File: config.mk
export PLATFORM = sky130hd
export DESIGN_NAME = mcmp_chain
export DESIGN_NICKNAME = d
export VERILOG_FILES = /design/src/rtl/mcmp_pkg.sv /design/src/rtl/mcmp_local.sv /design/src/rtl/mcmp_merge.sv /design/src/rtl/mcmp_slice.sv /design/src/rtl/mcmp_chain.sv
export SDC_FILE = /design/constraint.sdc
export NUM_CORES = 1
export LEC_CHECK = 0
export BUFFER_PORTS_ARGS = -buffer_cell sky130_fd_sc_hd__buf_2
export CORE_AREA = 2 2 39 41
export DETAILED_ROUTE_END_ITERATION = 7
export DIE_AREA = 0 0 41 43
export PLACE_DENSITY = 0.83
export SETUP_SLACK_MARGIN = 0.15
export SYNTH_ARGS = -nofsm -noshare
export SYNTH_HDL_FRONTEND = slang
export SYNTH_SLANG_ARGS = --single-unit
export TNS_END_PERCENT = 100
File: constraint.sdc
create_clock -name vclk -period 1.4
set_clock_uncertainty 0.1 [all_clocks]
set_input_delay 0.28 -clock vclk [all_inputs]
set_output_delay 0.28 -clock vclk [all_outputs]
set_load 0.05 [all_outputs]
File: src/rtl/mcmp_pkg.sv
// Shared types for the chained magnitude comparator.
package mcmp_pkg;
    // Three-wire comparison verdict passed between slices.
    typedef struct packed {
        logic gt;
        logic eq;
        logic lt;
    } verdict_t;

    // Verdict that means "no decision yet, everything below is equal".
    localparam verdict_t VERDICT_EQUAL = '{gt: 1'b0, eq: 1'b1, lt: 1'b0};
endpackage

File: src/rtl/mcmp_local.sv
// Local unsigned compare of two W-bit fields.
// Decides from the MSB down: the highest differing bit wins.
// Assumes W >= 1. Purely combinational.
module mcmp_local #(
    parameter int W = 4
) (
    input  logic [W-1:0] a_i,
    input  logic [W-1:0] b_i,
    output logic         gt_o,
    output logic         eq_o,
    output logic         lt_o
);
    // Index k holds the verdict over bits W-1 down to k.
    logic [W:0] gt_c;
    logic [W:0] lt_c;
    logic [W:0] eq_c;

    assign gt_c[W] = 1'b0;
    assign lt_c[W] = 1'b0;
    assign eq_c[W] = 1'b1;

    // One stage per bit: a decision is made only while all higher bits are equal.
    for (genvar k = W - 1; k >= 0; k--) begin : g_bit
        assign gt_c[k] = gt_c[k+1] | (eq_c[k+1] & a_i[k] & ~b_i[k]);
        assign lt_c[k] = lt_c[k+1] | (eq_c[k+1] & ~a_i[k] & b_i[k]);
        assign eq_c[k] = eq_c[k+1] & ~(a_i[k] ^ b_i[k]);
    end

    assign gt_o = gt_c[0];
    assign lt_o = lt_c[0];
    assign eq_o = eq_c[0];

    // Check the bit chain against the arithmetic compare.
    always_comb begin
        a_r1_local_gt: assert (gt_o == (a_i > b_i));
        a_r2_local_lt: assert (lt_o == (a_i < b_i));
    end
endmodule

File: src/rtl/mcmp_merge.sv
// Merges a local verdict with the verdict from the slice below.
// A local difference wins. Local equality passes the lower verdict through.
module mcmp_merge
    import mcmp_pkg::*;
(
    input  logic     loc_gt_i,
    input  logic     loc_eq_i,
    input  logic     loc_lt_i,
    input  verdict_t below_i,
    output verdict_t out_o
);
    // Combine the local result with the incoming verdict.
    always_comb begin
        out_o.gt = loc_gt_i | (loc_eq_i & below_i.gt);
        out_o.lt = loc_lt_i | (loc_eq_i & below_i.lt);
        out_o.eq = loc_eq_i & below_i.eq;
    end
endmodule

File: src/rtl/mcmp_slice.sv
// One cascadable comparator slice of W bits.
// Assumes the lower verdict comes from less significant bits.
module mcmp_slice
    import mcmp_pkg::*;
#(
    parameter int W = 4
) (
    input  logic [W-1:0] a_i,
    input  logic [W-1:0] b_i,
    input  verdict_t     below_i,
    output verdict_t     out_o
);
    logic l_gt, l_eq, l_lt;

    mcmp_local #(.W(W)) u_local (
        .a_i (a_i),
        .b_i (b_i),
        .gt_o(l_gt),
        .eq_o(l_eq),
        .lt_o(l_lt)
    );

    mcmp_merge u_merge (
        .loc_gt_i(l_gt),
        .loc_eq_i(l_eq),
        .loc_lt_i(l_lt),
        .below_i (below_i),
        .out_o   (out_o)
    );

    // Slice-level properties of the merged verdict.
    always_comb begin
        a_r4_eq_needs_match: assert (!out_o.eq || (a_i == b_i));
        a_r3_pass_through: assert ((a_i != b_i) || (out_o == below_i));
        a_r5_onehot_kept: assert (!$onehot(below_i) || $onehot(out_o));
    end
endmodule

File: src/rtl/mcmp_chain.sv
// Comparator built from NUM_SLICES slices of SLICE_W bits.
// Slice 0 takes the lowest bits and the cascade ports.
// Each slice feeds its verdict to the next more significant slice.
module mcmp_chain
    import mcmp_pkg::*;
#(
    parameter int SLICE_W    = 4,
    parameter int NUM_SLICES = 3,
    localparam int TOTAL_W   = SLICE_W * NUM_SLICES
) (
    input  logic [TOTAL_W-1:0] opa_i,
    input  logic [TOTAL_W-1:0] opb_i,
    input  logic               cas_gt_i,
    input  logic               cas_eq_i,
    input  logic               cas_lt_i,
    output logic               gt_o,
    output logic               eq_o,
    output logic               lt_o
);
    // link[s] enters slice s; link[NUM_SLICES] is the final verdict.
    verdict_t link [NUM_SLICES+1];

    assign link[0] = '{gt: cas_gt_i, eq: cas_eq_i, lt: cas_lt_i};

    for (genvar s = 0; s < NUM_SLICES; s++) begin : g_slice
        mcmp_slice #(.W(SLICE_W)) u_slice (
            .a_i    (opa_i[s*SLICE_W +: SLICE_W]),
            .b_i    (opb_i[s*SLICE_W +: SLICE_W]),
            .below_i(link[s]),
            .out_o  (link[s+1])
        );
    end

    assign gt_o = link[NUM_SLICES].gt;
    assign eq_o = link[NUM_SLICES].eq;
    assign lt_o = link[NUM_SLICES].lt;

    // Full-width properties at the ports.
    always_comb begin
        a_r1_full_gt: assert (!(opa_i > opb_i) || (gt_o && !eq_o && !lt_o));
        a_r2_full_lt: assert (!(opa_i < opb_i) || (lt_o && !eq_o && !gt_o));
        a_r6_tied_equal: assert (!(cas_eq_i && !cas_gt_i && !cas_lt_i && opa_i == opb_i) || eq_o);
    end
endmodule

Word-level counts from Yosys, hierarchy flattened

Index checks and enable logic that the tools add are counted.
W data, S select, Z words.

Bitwise operators: 132

Operators by type and width:

| operator      | count |
|---|---|
| $and A1 B1 Y1 | 60 |
| $not A1 Y1    | 36 |
| $or A1 B1 Y1  | 24 |
| $xor A1 B1 Y1 | 12 |

Flip-flop bits (word level): 0
Input bits: 27

Depth between registers and ports, before layout

Gate-level depths: netlist (run 1).

Word-level depth: 12
Depth in mapped cells: 6

Modules after synthesis

Synthesis (run 1) repeated with hierarchy kept, for this count alone.

Cell total of the unflattened synthesis: 75
Area total of the unflattened synthesis: 536.8 µm²

By module, submodules not included:

| module     | times used | seq. area each (µm²) | area an instance (µm²) | cells an instance |
|---|---|---|---|---|
| mcmp_local | 3          | 0.0                  | 156.4                  | 22 |
| mcmp_merge | 3          | 0.0                  | 22.5                   | 3 |

Least setup slack after synthesis (run 1)

Ideal clock, no wire load.

Path kind: in2out
From: in opa_i[11]
To: out gt_o
Arrival time: 1.817 ns
Stages: 5
Data required time: 1.020 ns
Path buffers: 0
Setup slack: -0.797 ns
Path through: inv_1 > ha_1 > nor4b_4 > nand3_2 > o221ai_1

Longest elaborated chain between the ends: 8
Elaborated cells on any way between the ends: 17

Ends and longest elaborated chain:

| element                                                            | RTL line                           | RTL |
|---|---|---|
| from (decl)                                                        | mcmp_chain.sv:11                   | `input logic [TOTAL_W-1:0] opa_i,` |
| $xor A1 B1 Y1                                                      | mcmp_local.sv:26                   | `assign eq_c[k] = eq_c[k+1] & ~(a_i[k] ^ b_i[k]);` |
| $not A1 Y1                                                         | mcmp_local.sv:26                   |  |
| $and A1 B1 Y1, on equally long branches (2 in series)              | mcmp_local.sv:24, mcmp_local.sv:26 |  |
| $or A1 B1 Y1 / $and A1 B1 Y1 (equally long branches) (2 in series) | mcmp_local.sv:24                   | `assign gt_c[k] = gt_c[k+1] \| (eq_c[k+1] & a_i[k] & ~b_i[k]);` |
| $or A1 B1 Y1                                                       | mcmp_local.sv:24                   |  |
| $or A1 B1 Y1 (*)                                                   | mcmp_merge.sv:14                   | `out_o.gt = loc_gt_i \| (loc_eq_i & below_i.gt);` |
| to (decl)                                                          | mcmp_chain.sv:16                   | `output logic gt_o,` |

Every way passes the cells marked *; elsewhere a longest branch is shown, timed or not.

Worst setup path in the final report (run 1)

From: in opb_i[5]
To: out lt_o

Longest elaborated chain between the ends: 9
Elaborated cells on any way between the ends: 13

Ends and longest elaborated chain:

| element                     | RTL line         | RTL |
|---|---|---|
| from (decl)                 | mcmp_chain.sv:12 | `input logic [TOTAL_W-1:0] opb_i,` |
| $xor A1 B1 Y1               | mcmp_local.sv:26 |  |
| $not A1 Y1                  | mcmp_local.sv:26 |  |
| $and A1 B1 Y1               | mcmp_local.sv:26 |  |
| $and A1 B1 Y1 (2 in series) | mcmp_local.sv:25 | `assign lt_c[k] = lt_c[k+1] \| (eq_c[k+1] & ~a_i[k] & b_i[k]);` |
| $or A1 B1 Y1                | mcmp_local.sv:25 |  |
| $or A1 B1 Y1 (*)            | mcmp_merge.sv:15 | `out_o.lt = loc_lt_i \| (loc_eq_i & below_i.lt);` |
| $and A1 B1 Y1 (*)           | mcmp_merge.sv:15 |  |
| $or A1 B1 Y1 (*)            | mcmp_merge.sv:15 |  |
| to (decl)                   | mcmp_chain.sv:18 | `output logic lt_o` |

Marked as above.

==> results of run 1 <==
## final cells by class
cell class         instances  area share
inverters                 13      0.0558
repair buffers            46       0.306
multi-input cells         50       0.618
well taps                 16      0.0198
## cell families (layout without fill, tap and decap cells)
kind of cell,after synthesis,after routing,synth area share
xor+xnor,6,6,0.102
buf+inv,13,59,0.0944
fa+ha+maj,13,13,0.291
simple gates,22,22,0.373
compound gates,9,9,0.140
## worst min-delay path, delay by kind of cell
| kind | cells | cell delay (ps) |
|---|---|---|
| buffers and inverters | 2 | 250 |
| AND/OR/NAND/NOR | 2 | 120 |
## metrics by stage
stage / instances / util / hold slack, ps
global placement: 121 / 0.650 / 870
detailed placement: 121 / 0.650 / 887
CTS: 124 / 0.719 / 831
global route: 125 / 0.730 / 836
floorplan: 63 / - / 607
finish: 125 / 0.730 / 826
## synth_stat cells (2+ instances only)
cell | number | area share
inv_1 | 13 | 0.094
ha_1 | 6 | 0.15
xor2_1 | 5 | 0.085
a221oi_1 | 4 | 0.068
maj3_2 | 4 | 0.087
nor2b_1 | 4 | 0.048
nor2b_4 | 4 | 0.11
maj3_1 | 3 | 0.058
nor2_1 | 3 | 0.022
a211oi_1 | 2 | 0.029
nand2_1 | 2 | 0.015
nand3b_1 | 2 | 0.029
nor3_1 | 2 | 0.019
nor4b_2 | 2 | 0.058
o221ai_1 | 2 | 0.034
## worst min-delay path by stage
stage | start | end | slack (ps) | depth (start not counted)
2_1_floorplan | cas_eq_i | eq_o | 610 | 2
3_3_place_gp | cas_eq_i | eq_o | 870 | 4
3_5_place_dp | cas_eq_i | eq_o | 890 | 4
4_1_cts | cas_eq_i | eq_o | 830 | 4
5_1_grt | cas_eq_i | eq_o | 840 | 4
6_report | cas_eq_i | eq_o | 830 | 4
## power groups by stage
stage | logic (uW) | clock network [uW] | registers [uW]
after floorplan | 193 | 0 | 0
after global placement | 301 | 0 | 0
after detailed placement | 317 | 0 | 0
after CTS | 361 | 0 | 0
after global routing | 394 | 0 | 0
final | 368 | 0 | 0
## repair_timing
| item | in CTS | in global routing |
|---|---|---|
| resized for setup | 16 | 1 |
| pin swaps | 4 | 4 |
| setup endpoints to repair | 3 | 3 |
| setup buffers | 3 | 1 |
## placed cells by master, fill, tap and decap left out, types with 3 or more instances in the layout
| master | n |
|---|---|
| a221oi_2 | 3 |
| buf_2 | 25 |
| buf_4 | 15 |
| buf_6 | 5 |
| ha_1 | 3 |
| ha_4 | 3 |
| inv_1 | 12 |
| maj3_1 | 3 |
| maj3_2 | 4 |
| nor2b_1 | 4 |
| nor2b_4 | 4 |
| nor4b_4 | 3 |
| xor2_1 | 4 |
## routing by layer
layer	routed length (um)	vias up	global-route usage	share of wire
met3	78	2	0.0105	0.049
met4	18	0	0.0333	0.011
li1	-	313	-	-
met5	0	-	0	0
met2	915	20	0.406	0.57
met1	585	293	0.199	0.37
==> results.sh, run 1 <==
export IMPL_setup_worst_path_class="in -> out"
export IMPL_ir_drop_uv=174
export IMPL_powerDensity_nw_per_um2=364
export IMPL_antenna_left=0
export IMPL_seq_cell_count=0
export IMPL_num_fill_cells=108
export IMPL_synth_seq_area_share=0
export IMPL_crit_end="lt_o"
export IMPL_place_ws_ps=-736
export IMPL_start_util=0.373
export IMPL_drt_iter0_markers=5
export IMPL_power_frac_seq=0
export IMPL_holdBufCountCts=0
export IMPL_startpoint="opb_i[5]"
export IMPL_tightest_slew_ps=405
export IMPL_fp_row_count=14
export IMPL_synth_avg_cell_area_sq_um=8.20
export IMPL_yosys_warnings=0
export IMPL_slowest_stage="maj3_1"
export IMPL_post_route_min_period_ps=1980
export IMPL_cpLargestDelayFamily="buffers and inverters"
export IMPL_p_total_uw=368
export IMPL_num_vias=628
export IMPL_gp_congestion=0.638
export IMPL_remaining_drc_errors=0
export IMPL_setup_ws_ps=-576
export IMPL_layout_drive_gt1_share=0.670
export IMPL_hold_viol=0
export IMPL_dpl_cell_area_sq_um=900
export IMPL_routed_wl_mm=1.60
export IMPL_cpPeakStageDelay_ps=350
export IMPL_nClkBuffers=0
export IMPL_synth_fp_nets=96
export IMPL_drt_wirelength_per_cell_um=12.8
export IMPL_leakagePower_uw=0.000475
export IMPL_cp_data_arrival_time_ps=1600
export IMPL_finalCritPeriodShare=1.41
export IMPL_status="finished, violations left"
export IMPL_synthDistinctLibCells=20
export IMPL_setup_viol=3
export IMPL_grt_use_total=0.200
export IMPL_combPwrFrac=1.000
export IMPL_layout_area_seq_sq_um=0
export IMPL_path_cells="buf_2 > nor2b_1 > maj3_1 > a211oi_1 > buf_4 > o221ai_4 > buf_6"
export IMPL_die_area_sq_um=1760
export IMPL_first_pass_iters=2
export IMPL_grt_max_degree=6
export IMPL_multi_input_area_sq_um=624
export IMPL_grt_pass1_wl_mm=2.57
export IMPL_die_h_um=43
export IMPL_maxCapViolCount=0
export IMPL_synth_cells=63
export IMPL_hold_class="in -> out"
export IMPL_clock_fmax_mhz=506
export IMPL_critPathMaxFanout=3
export IMPL_swShare=0.491
export IMPL_crit_path_start_kind="primary input"
export IMPL_core_area_sq_um=1380
export IMPL_cellInternalPower_uw=187
export IMPL_p_switching_uw=180
export IMPL_tns_ps=-1630
export IMPL_slew_viol_final=0
export IMPL_path_depth=7
export IMPL_rsz0062_at_grt="true"
export IMPL_slew_headroom=0.729
export IMPL_portBuffers=30
export IMPL_grt_overflow_total=0
export IMPL_area_growth_synth_to_final_pct=95.4
export IMPL_die_x_um=41
export IMPL_violations="negative setup slack"
export IMPL_antenna_cells=0
export IMPL_ios=30
export IMPL_pwr_share_clk=0
export IMPL_timing_critical_path_buf_inv=3
export IMPL_crit_required_ps=1020
export IMPL_fin_area_sq_um=1010
export IMPL_antenna_found_initial=0
export IMPL_grt_pass1_vias=672
export IMPL_cp_end_kind="output port"
export IMPL_netlist_area_sq_um=517
export IMPL_viasPerCell=5.02
export IMPL_hpwl_mm=1.36
export IMPL_final_nets=144
No activity file was read; power rests on OpenSTA's default activity.
==> run 2, diff against run 1 <==
--- a/config.mk
+++ b/config.mk
@@ -9,7 +9,7 @@
 export CORE_AREA = 2 2 39 41
 export DETAILED_ROUTE_END_ITERATION = 7
 export DIE_AREA = 0 0 41 43
-export PLACE_DENSITY = 0.83
+export PLACE_DENSITY = 0.8
 export SETUP_SLACK_MARGIN = 0.15
 export SYNTH_ARGS = -nofsm -noshare
 export SYNTH_HDL_FRONTEND = slang
==> constraint.sdc (replaced) <==
create_clock -name vclk -period 2.2
set_clock_uncertainty 0.1 [all_clocks]
set_input_delay 0.44 -clock vclk [all_inputs]
set_output_delay 0.44 -clock vclk [all_outputs]
set_load 0.05 [all_outputs]
==> run 2 against run 1 <==
Via count is 2.9% higher; power is 28% lower; the flow still finishes with violations (negative setup slack); critical path depth grew 1; worst setup slack better by 510 ps; combinational power is 28% lower; final area is 9.2% higher; die area unchanged; critical endpoint unchanged; core utilization grew 6.7 points; highest routed layer unchanged; sequential share of layout area unchanged; non-clock buffer count increased by 2.
==> results.sh, run 2 (synthesis gave the netlist of run 1 again) <==
export IMPL_status="finished, violations left"
export IMPL_violations="negative setup slack"
export IMPL_crit_required_ps=1660
export IMPL_final_nets=146
export IMPL_routed_wl_mm=1.79
export IMPL_maxCapViolCount=0
export IMPL_antenna_left=0
export IMPL_gp_congestion=0.647
export IMPL_grt_use_total=0.184
export IMPL_die_area_sq_um=1760
export IMPL_final_cell_mix="buf_2, buf_4, inv_1"
export IMPL_rsz0062_at_grt="true"
export IMPL_ir_drop_uv=155
export IMPL_num_vias=646
export IMPL_post_route_min_period_ps=2270
export IMPL_holdBufCountCts=0
export IMPL_critPathMaxFanout=3
export IMPL_die_h_um=43
export IMPL_nClkBuffers=0
export IMPL_layoutNonFillerInstCount=127
export IMPL_grt_pass1_vias=599
export IMPL_start_util=0.373
export IMPL_seq_cell_count=0
export IMPL_powerDensity_nw_per_um2=240
export IMPL_ios=30
export IMPL_die_x_um=41
export IMPL_hold_viol=0
export IMPL_clock_fmax_mhz=441
export IMPL_dp_cells=119
export IMPL_layout_drive_gt1_share=0.730
export IMPL_slew_headroom=0.713
export IMPL_core_area_sq_um=1380
export IMPL_setup_viol=3
export IMPL_tightest_slew_ps=426
export IMPL_viasPerCell=5.09
export IMPL_cp_data_arrival_time_ps=1730
export IMPL_setup_worst_path_class="in -> out"
export IMPL_portBuffers=30
export IMPL_layout_area_seq_sq_um=0
export IMPL_remaining_drc_errors=0
export IMPL_final_util=0.797
export IMPL_final_common_cell="buf_2"
export IMPL_hpwl_mm=1.15
export IMPL_first_pass_iters=2
export IMPL_crit_path_start_kind="primary input"
export IMPL_fp_row_count=14
export IMPL_drt_wirelength_per_cell_um=14.1
export IMPL_cp_end_kind="output port"
export IMPL_grt_overflow_total=0
export IMPL_grt_max_degree=6
export IMPL_hold_class="in -> out"
export IMPL_grt_pass1_wl_mm=2.34
export IMPL_setup_ws_ps=-65.6
export IMPL_slew_viol_final=0
export IMPL_antenna_cells=0
export IMPL_leakagePower_uw=0.000497
export IMPL_antenna_found_initial=0
export IMPL_finalCritPeriodShare=1.03
export IMPL_area_growth_synth_to_final_pct=113
export IMPL_drt_iter0_markers=2
run 2: what timing repair did:
item,in CTS,in global routing
setup buffers,1,7
endpoints found under the setup margin,3,3
gates cloned,0,0
pin swaps,6,11
resized for setup,15,18
run 2: cell type report:
class              instances  area [sq um]
fillers                   85           282
repair buffers            48           340
inverters                 13          56.3
multi-input cells         50           686
well taps                 16          20.0
run 2: worst max-delay path, cell delays in order:
cell      delay [ps]
buf_8             90
inv_8             30
ha_4             250
nor4b_4          210
buf_4            170
nand3_4          110
o221ai_4         230
buf_6            190
run 2: per-stage QoR:
stage | cell area (sq um) | total power [uW] | hold WS, ps | TNS, ps | worst slack (ps)
3_5_place_dp | 867 | 192 | 1220 | -699 | -264
2_1_floorplan | 622 | 120 | 959 | 0 | 78.4
5_1_grt | 1100 | 280 | 1180 | -311 | -116
4_1_cts | 941 | 210 | 1150 | -154 | -79.0
3_3_place_gp | 867 | 187 | 1220 | -476 | -187
6_report | 1100 | 264 | 1170 | -148 | -65.6
run 2: power by group:
part	internal (uW)	switching [uW]	total, uW
sequential	0	0	0
combinational	135	129	264
clock	0	0	0
total	135	129	264
run 2: worst paths after layout:
path	slack, ps	startpoint	cells past startpoint	endpoint
min	1170	cas_eq_i	4	eq_o
max	-70	opa_i[11]	8	lt_o
run 2: layer usage:
| layer | part of all wire | GRT usage |
|---|---|---|
| met1 | 0.35 | 0.174 |
| met2 | 0.61 | 0.403 |
| met3 | 0.031 | 0 |
| met4 | 0.0084 | 0 |
| met5 | 0 | 0 |
